==> config.mk <==
export PLATFORM = sky130hd
export DESIGN_NAME = dual_phase_tx
export DESIGN_NICKNAME = d
export VERILOG_FILES = /design/src/rtl/aud_tx_pkg.sv /design/src/rtl/aud_tx_fsedge.sv /design/src/rtl/aud_tx_seq.sv /design/src/rtl/aud_tx_shift.sv /design/src/rtl/dual_phase_tx.sv
export SDC_FILE = /design/constraint.sdc
export NUM_CORES = 1
export LEC_CHECK = 0
export ABC_AREA = 1
export BUFFER_PORTS_ARGS = -buffer_cell sky130_fd_sc_hd__buf_4
export CAP_MARGIN = 20
export CORE_UTILIZATION = 54
export CTS_CLUSTER_SIZE = 14
export DETAILED_ROUTE_END_ITERATION = 16
export GPL_ROUTABILITY_DRIVEN = 0
export GPL_TIMING_DRIVEN = 0
export MAX_ROUTING_LAYER = met4
export PLACE_DENSITY_LB_ADDON = 0.15
export REMOVE_ABC_BUFFERS = 1
export SYNTH_ARGS = -nofsm -noshare
export SYNTH_HDL_FRONTEND = slang
export SYNTH_HIERARCHICAL = 1
export SYNTH_SLANG_ARGS = --single-unit
==> constraint.sdc <==
create_clock -name clk -period 2.52 [get_ports clk]
set_input_delay 0.504 -clock clk [delete_from_list [all_inputs] [get_ports clk]]
set_output_delay 0.504 -clock clk [all_outputs]
set_load 0.01 [all_outputs]
==> src/rtl/aud_tx_pkg.sv <==
package aud_tx_pkg;

  // Word-length code to bit count; unused codes fall back to the widest word.
  function automatic int wlen_bits(input logic [2:0] code);
    case (code)
      3'd0:    return 8;
      3'd1:    return 12;
      3'd2:    return 16;
      3'd3:    return 20;
      3'd4:    return 24;
      default: return 32;
    endcase
  endfunction

endpackage

==> src/rtl/aud_tx_fsedge.sv <==
module aud_tx_fsedge (
  input  logic clk,
  input  logic rst_n,
  input  logic bit_tick,
  input  logic fsync,
  input  logic cfg_dual,
  output logic phase_start
);
  logic fs_prev;

  always_ff @(posedge clk) begin
    if (!rst_n) fs_prev <= 1'b0;
    else if (bit_tick) fs_prev <= fsync;
  end

  // Rising edge always opens a phase; falling edge only in dual-phase mode.
  assign phase_start = bit_tick &
                       ((fsync & ~fs_prev) | (cfg_dual & ~fsync & fs_prev));
endmodule

==> src/rtl/aud_tx_seq.sv <==
module aud_tx_seq #(
  parameter int FRLEN_W = 7,
  parameter int CNT_W   = 6
) (
  input  logic               clk,
  input  logic               rst_n,
  input  logic               bit_tick,
  input  logic               phase_start,
  input  logic               cfg_delay,
  input  logic [FRLEN_W-1:0] cfg_frlen,
  input  logic [CNT_W-1:0]   word_bits,
  output logic               word_start,
  output logic               bit_shift,
  output logic               pend_o
);
  logic               pend;
  logic               active;
  logic [CNT_W-1:0]   bits_sent;
  logic [FRLEN_W-1:0] words_left;
  logic               word_done;
  logic               more_words;

  assign word_done  = (bits_sent == word_bits);
  assign more_words = (words_left != '0);
  assign pend_o     = pend;

  always_comb begin
    word_start = 1'b0;
    bit_shift  = 1'b0;
    if (bit_tick) begin
      if (phase_start)      word_start = ~cfg_delay;
      else if (pend)        word_start = 1'b1;
      else if (active) begin
        word_start = word_done & more_words;
        bit_shift  = ~word_done;
      end
    end
  end

  always_ff @(posedge clk) begin
    if (!rst_n) begin
      pend       <= 1'b0;
      active     <= 1'b0;
      bits_sent  <= '0;
      words_left <= '0;
    end else if (bit_tick) begin
      if (phase_start) begin
        words_left <= cfg_frlen;
        pend       <= cfg_delay;
        active     <= ~cfg_delay;
        bits_sent  <= CNT_W'(1);
      end else if (pend) begin
        pend      <= 1'b0;
        active    <= 1'b1;
        bits_sent <= CNT_W'(1);
      end else if (active) begin
        if (word_done) begin
          if (more_words) begin
            words_left <= words_left - FRLEN_W'(1);
            bits_sent  <= CNT_W'(1);
          end else begin
            active <= 1'b0;
          end
        end else begin
          bits_sent <= bits_sent + CNT_W'(1);
        end
      end
    end
  end
endmodule

==> src/rtl/aud_tx_shift.sv <==
module aud_tx_shift #(
  parameter int SAMPLE_W = 32,
  parameter int CNT_W    = 6
) (
  input  logic                clk,
  input  logic                rst_n,
  input  logic                bit_tick,
  input  logic                word_start,
  input  logic                bit_shift,
  input  logic                s_valid,
  input  logic [SAMPLE_W-1:0] s_data,
  input  logic [CNT_W-1:0]    word_bits,
  output logic                sdata_out,
  output logic                underflow
);
  logic [SAMPLE_W-1:0] shreg;
  logic [SAMPLE_W-1:0] aligned;
  logic [CNT_W-1:0]    lshift;

  // Left-align the active word so the MSB sits at the top; junk above W falls off.
  assign lshift  = CNT_W'(SAMPLE_W) - word_bits;
  assign aligned = s_valid ? (s_data << lshift) : '0;

  always_ff @(posedge clk) begin
    if (!rst_n) begin
      shreg     <= '0;
      sdata_out <= 1'b0;
      underflow <= 1'b0;
    end else begin
      underflow <= word_start & ~s_valid;
      if (bit_tick) begin
        if (word_start) begin
          sdata_out <= aligned[SAMPLE_W-1];
          shreg     <= aligned << 1;
        end else if (bit_shift) begin
          sdata_out <= shreg[SAMPLE_W-1];
          shreg     <= shreg << 1;
        end else begin
          sdata_out <= 1'b0;
        end
      end
    end
  end
endmodule

==> src/rtl/dual_phase_tx.sv <==
module dual_phase_tx #(
  parameter int SAMPLE_W = 32,
  parameter int FRLEN_W  = 7,
  parameter int WLEN_W   = 3
) (
  input  logic                clk,
  input  logic                rst_n,
  input  logic                bit_tick,
  input  logic                fsync,
  input  logic [WLEN_W-1:0]   cfg_wlen,
  input  logic [FRLEN_W-1:0]  cfg_frlen,
  input  logic                cfg_dual,
  input  logic                cfg_delay,
  input  logic [SAMPLE_W-1:0] s_data,
  input  logic                s_valid,
  output logic                s_ready,
  output logic                sdata_out,
  output logic                underflow
);
  import aud_tx_pkg::*;

  localparam int CNT_W = $clog2(SAMPLE_W + 1);

  logic             phase_start;
  logic             word_start;
  logic             bit_shift;
  logic             pend;
  logic [CNT_W-1:0] word_bits;

  assign word_bits = CNT_W'(wlen_bits(3'(cfg_wlen)));
  assign s_ready   = word_start;

  aud_tx_fsedge u_edge (
    .clk(clk), .rst_n(rst_n), .bit_tick(bit_tick), .fsync(fsync),
    .cfg_dual(cfg_dual), .phase_start(phase_start)
  );

  aud_tx_seq #(.FRLEN_W(FRLEN_W), .CNT_W(CNT_W)) u_seq (
    .clk(clk), .rst_n(rst_n), .bit_tick(bit_tick), .phase_start(phase_start),
    .cfg_delay(cfg_delay), .cfg_frlen(cfg_frlen), .word_bits(word_bits),
    .word_start(word_start), .bit_shift(bit_shift), .pend_o(pend)
  );

  aud_tx_shift #(.SAMPLE_W(SAMPLE_W), .CNT_W(CNT_W)) u_shift (
    .clk(clk), .rst_n(rst_n), .bit_tick(bit_tick), .word_start(word_start),
    .bit_shift(bit_shift), .s_valid(s_valid), .s_data(s_data),
    .word_bits(word_bits), .sdata_out(sdata_out), .underflow(underflow)
  );
endmodule

== Yosys cells after proc, flatten, opt, wreduce, memory -nomap -nowiden ==
Cells that the tools add are included.
W data, S select, Z words.
Cells by class
  add/subtract/negate cells: 3
  eq/ne operators: 7
  shift-type cells: 1
  mux-type cells: 30
  bitwise gates (word level): 12
  reduce and logical (&&, ||, !) cells: 10
Operator list (count)
  $mux W32: 3
  $mux W7: 5
  $shl A32 B6 Y32: 1
  $mux W6: 5
  $pmux W6 S5: 1
  $mux W1: 16
  $reduce_bool A2 Y1: 4
  $reduce_bool A7 Y1: 1
  $sub A7 B1 Y7 const B: 1
  $add A6 B1 Y6 const B: 1
  $and A1 B1 Y1: 6
  $eq A3 B2 Y1 const B: 2
  $eq A6 B6 Y1: 1
  $sub A6 B6 Y6 const A: 1
  $not A1 Y1: 5
  $reduce_and A5 Y1: 1
  $ne A4 B3 Y1 const B: 1
  $eq A3 B1 Y1 const B: 1
  $eq A3 B3 Y1 const B: 1
  $logic_not A3 Y1: 1
  $reduce_and A3 Y1: 1
  $reduce_bool A3 Y1: 1
  $ne A2 B2 Y1 const B: 1
  $reduce_and A2 Y1: 1
  $or A1 B1 Y1: 1
Word-level totals
  bits in registers: 50
  bits of input ports: 49
  logic and storage cells: 71

== Logic depth before layout (Yosys ltp) ==
  depth in word-level cells: 10
  depth in mapped cells: 20

== Hierarchy ==
The synthesis kept the hierarchy.
By module, submodules not included
  aud_tx_shift: times used 1, cells each 573, area each 3047.9 sq um
  aud_tx_seq: times used 1, cells each 185, area each 1096.1 sq um
  aud_tx_fsedge: times used 1, cells each 13, area each 68.8 sq um
  dual_phase_tx: times used 1, cells each 9, area each 40.0 sq um

== Least setup slack after synthesis ==
OpenSTA, ideal clock, no wires.
  path type: input to register
  start point: input port cfg_wlen[0]
  end point: register u_shift.shreg[17]
  library setup time: 109 ps
  arrival time: 2618 ps
  setup slack: -207 ps
  stages on the path: 18
  path buffers: 1
  cell sequence: inv_1 > nor2_1 > inv_1 > nand2_1 > nand2_1 > nor2_2 > nand3_2 > nand2_1 > inv_1 > nor2_1 > inv_1 > a21oi_1 > inv_1 > clkbuf_1 > a21oi_1 > nand3_1 > nand2_1 > inv_1
On the way
  cells in the longest elaborated chain, start to end: 10
Ends and longest elaborated chain
  from (decl): line dual_phase_tx.sv:10  | input logic [WLEN_W-1:0] cfg_wlen,
  $eq A3 B3 Y1 (tied with other cells): line aud_tx_pkg.sv:5  | case (code)
  $pmux W6 S5 (*): line aud_tx_pkg.sv:5
  named net word_bits[2]: line dual_phase_tx.sv:28  | logic [CNT_W-1:0] word_bits;
  $eq A6 B6 Y1 (*): line aud_tx_seq.sv:23  | assign word_done = (bits_sent == word_bits);
  $and A1 B1 Y1 (*): line aud_tx_seq.sv:34  | word_start = word_done & more_words;
  $mux W1 (*): line aud_tx_seq.sv:33  | else if (active) begin
  $mux W1 (*): line aud_tx_seq.sv:32  | else if (pend) word_start = 1'b1;
  $mux W1 (*): line aud_tx_seq.sv:31  | if (phase_start) word_start = ~cfg_delay;
  $mux W1 (*): line aud_tx_seq.sv:30  | if (bit_tick) begin
  named net s_ready: line dual_phase_tx.sv:16  | output logic s_ready,
  $reduce_bool A2 Y1 (no line)
  $reduce_and A2 Y1 (no line)
  to (signal assigned): line aud_tx_shift.sv:34  | shreg <= aligned << 1;
  to (signal assigned): line aud_tx_shift.sv:37  | shreg <= shreg << 1;
  to (decl): line aud_tx_shift.sv:16  | logic [SAMPLE_W-1:0] shreg;
Mark *: on every way through the listed nets, which the timed path passes. The rest lies on a longest branch.
A chain may end at the register's enable or synchronous reset.

== Worst setup path after layout ==
  start point: input port cfg_wlen[2]
  end point: register u_shift.shreg[20]
On the way
  cells in the longest elaborated chain, start to end: 10
Ends and longest elaborated chain (line)
  $eq A3 B3 Y1 (tied with other cells): aud_tx_pkg.sv:5
  $pmux W6 S5 (*): aud_tx_pkg.sv:5
  named net word_bits[4]: dual_phase_tx.sv:28
  branches (longest 8 deep; another with $sub A6 B6 Y6)
Mark *: on every way through the listed nets, which the timed path passes.

==> impl_metrics.json <==
{
  "status": "finished, final reports clean",
  "clk_latency_ns": 0.31,
  "hold_buffers": 0,
  "power_density_nw_per_um2": 428,
  "globalRouteOverflowTotal": 0,
  "tightest_slew_ns": 0.969,
  "grt_setup_unrepaired": "true",
  "ys_seq_area_share_pct": 23.1,
  "antenna_found_initial": 0,
  "ys.flop_type": "dfxtp_1",
  "p_int_mw": 1.38,
  "fmax_ghz": 0.398,
  "syn_area_per_cell_um2": 5.45,
  "core_um2": 7450,
  "whs_ns": 0.366,
  "maxCapViolCount": 0,
  "rrSetupSlack_ns": 0.09,
  "utilization_pct": 71.4,
  "crit_path_end_kind": "flop",
  "die-area_um2": 8230,
  "setup_viol": 0,
  "sw_frac_of_total_pct": 39.3,
  "hold_end": "u_shift/underflow",
  "period_minus_slack_ns": 2.51,
  "r2r_cells": 16,
  "hold_depth": 2,
  "syn2layout_area_growth_pct": 25.1,
  "r2r-start": "u_seq/bits_sent[0]",
  "fin_total_pwr_mw": 2.28,
  "p_comb_share_pct": 41.4,
  "p_leak_nw": 2.57,
  "drc": 0,
  "synthCells": 780,
  "grt_pass1_wl_mm": 20.4,
  "required_ns": 2.73,
  "p_switching_uw": 895,
  "slew_viol_final": 0,
  "dp_hpwl_mm": 8.44,
  "nets": 903,
  "vias_per_cell": 5.66,
  "vias": 5381,
  "arrival_ns": 2.72,
  "start_kind": "input port",
  "fin_crit_sh_pct": 99.7,
  "h-tree-depth": 2,
  "postRouteAntennaNets": 0,
  "tritoncts": "yes",
  "drt-pass1-iter-count": 5,
  "cp_max_fo": 8,
  "placed_cell_area_um2": 4650,
  "io_buffers": 51,
  "grt_pass1_vias": 4667,
  "ir_worst_vdd_uv": 233,
  "synth_edf_count": 0,
  "async_reset_ff_share_pct": 0,
  "yosysWarnings": 6,
  "drtIter0Drc": 362,
  "fp.dieH_um": 90.7,
  "dp_cells": 900,
  "grt_max_degree": 37,
  "hold_path.startpoint": "s_valid",
  "fin_ws_ns": 0.00847,
  "power_frac_clock_pct": 20.9,
  "netlist_area_um2": 4250,
  "cts_buffers": 5,
  "track_usage_pct": 30.6,
  "path_clk_slew_ns": 0.10,
  "clk_path_buf_depth": 2,
  "route.detailed.wl_per_inst_um": 13.8,
  "hold_class": "input port to flop",
  "setup_tns_ns": 0,
  "wl_mm": 13.1,
  "pre_cts_ws_ns": -1.83,
  "slew_headroom_pct": 35.3,
  "clkSinkCount": 49,
  "final_area_um2": 5320,
  "n_antenna_cell": 0,
  "r2r-end": "u_shift/shreg[20]",
  "io_pins": 52,
  "power_frac_seq_pct": 37.7,
  "synth_cell_types": 31,
  "drive_above_1_share_pct": 17.2,
  "cts_root_buffer": "clkbuf_8",
  "criticalPathCategory": "input port to flop",
  "hold_viol_final": 0,
  "finalNonFillerCells": 950,
  "finClkSkew_ns": 0.00899,
  "ys_ff_latch": 49,
  "start_util_pct": 57.1,
  "num_rows": 31,
  "dieWidth_um": 90.7
}
-- cell usage after synthesis (2+ instances only) --
library cell	number	area share (%)
clkbuf_1	23	2.0
inv_2	3	0.26
nand4_1	2	0.29
nand3_1	184	22
dfxtp_1	49	23
nand3_2	2	0.47
xnor2_1	3	0.62
a31oi_1	2	0.29
nor2_2	4	0.59
nor2_1	79	7.0
buf_2	16	1.9
nand2_2	3	0.44
nand3b_1	3	0.53
a21oi_1	65	7.6
o21ai_0	17	2.0
ha_1	4	1.2
nand2_1	252	22
xor2_1	3	0.62
inv_1	53	4.7
buf_6	2	0.53
-- flip-flops by register name (all words and copies together) (netlist names) --
| signal | cells |
|---|---|
| u_edge/fs_prev | 1 |
| u_seq/active | 1 |
| u_seq/bits_sent | 6 |
| u_seq/pend_o | 1 |
| u_seq/words_left | 7 |
| u_shift/sdata_out | 1 |
| u_shift/shreg | 31 |
| u_shift/underflow | 1 |
-- per-layer routing --
layer	vias to the layer above	routed length, um	GRT usage, %
met3	33	839	5.22
met4	0	323	11.7
li1	2681	-	-
met1	2465	5580	36.0
met5	-	0	-
met2	202	6350	51.7
-- critical path, cell delays in order --
cell,delay (ns)
buf_12,0.12
nor2_4,0.13
nor2_4,0.05
buf_4,0.13
nand2_2,0.05
nand2_2,0.04
nor2_2,0.08
nand3_2,0.14
nand2_4,0.13
inv_4,0.05
nor2_4,0.15
clkinvlp_4,0.15
a21oi_4,0.18
clkbuf_16,0.17
clkinvlp_4,0.13
clkbuf_16,0.19
a21oi_2,0.10
nand3_1,0.09
nand2_1,0.08
inv_1,0.03
-- placed cells by master, fill, tap and decap left out, types with 3 or more instances in the layout --
cell and count:
nand3_2 3, ha_1 4, inv_2 4, o21ai_0 17
dfxtp_1 47, nand3b_1 3, clkinvlp_4 6, a21oi_2 10
xnor2_1 3, nor2_4 7, a21oi_1 53, nand2_2 4
nand3_1 183, nor2_1 75, conb_1 11, nand2_4 5
clkbuf_8 5, buf_4 79, nand2_1 246, buf_6 5
buf_12 3, inv_1 49
-- power groups by stage --
stage | registers, mW | logic [mW] | clock network (mW)
floorplan | 0.862 | 0.568 | 0
global placement | 0.868 | 0.753 | 0
detailed placement | 0.871 | 0.778 | 0
CTS | 0.853 | 0.835 | 0.485
global route | 0.862 | 1.04 | 0.510
finish | 0.857 | 0.942 | 0.476
-- final cells by class --
| class | count | area, um2 |
|---|---|---|
| clock inverters | 2 | 15.0 |
| repair inverters | 2 | 15.0 |
| flip-flops and latches | 49 | 983 |
| multi-input cells | 643 | 3060 |
| fillers | 695 | 2130 |
| clock buffers | 6 | 72.6 |
| well taps | 99 | 124 |
| inverters | 57 | 224 |
| repair buffers | 92 | 822 |
-- cells by family (layout without fill, tap and decap cells) --
kind of cell	count (synthesis)	in the layout	share of synthesized area, %
other	1	11	0.0882
buffers and inverters	99	159	9.65
adders and majority gates	4	4	1.18
muxes	1	1	0.235
xor gates and xnor gates	7	7	1.62
DFF	49	49	23.1
AOI/OAI and AO/OA	89	89	10.9
and+or+nand+nor	530	531	53.3
-- how the worst max path moves through the flow --
| stage | from | end | slack (ns) |
|---|---|---|---|
| CTS | cfg_wlen[2] | u_shift/shreg[20] | 0.006 |
| global route | cfg_wlen[0] | u_shift/shreg[30] | -0.14 |
| global placement | cfg_wlen[2] | u_shift/shreg[24] | -3.39 |
| finish | cfg_wlen[2] | u_shift/shreg[20] | 0.008 |
| detailed placement | cfg_wlen[2] | u_shift/shreg[20] | -1.83 |
| floorplan | cfg_wlen[0] | u_shift/shreg[17] | -1.85 |
-- timing repair --
| item | 4_1_cts | 5_1_grt |
|---|---|---|
| gates cloned | 4 | 1 |
| buffers inserted | 17 | 19 |
| setup endpoints to repair | 34 | 33 |
| gates resized for setup | 21 | 34 |
| pin swaps | 8 | 23 |
| endpoints found under the hold margin | 0 | 0 |
Note: power is estimated with default switching activity, not from simulation.
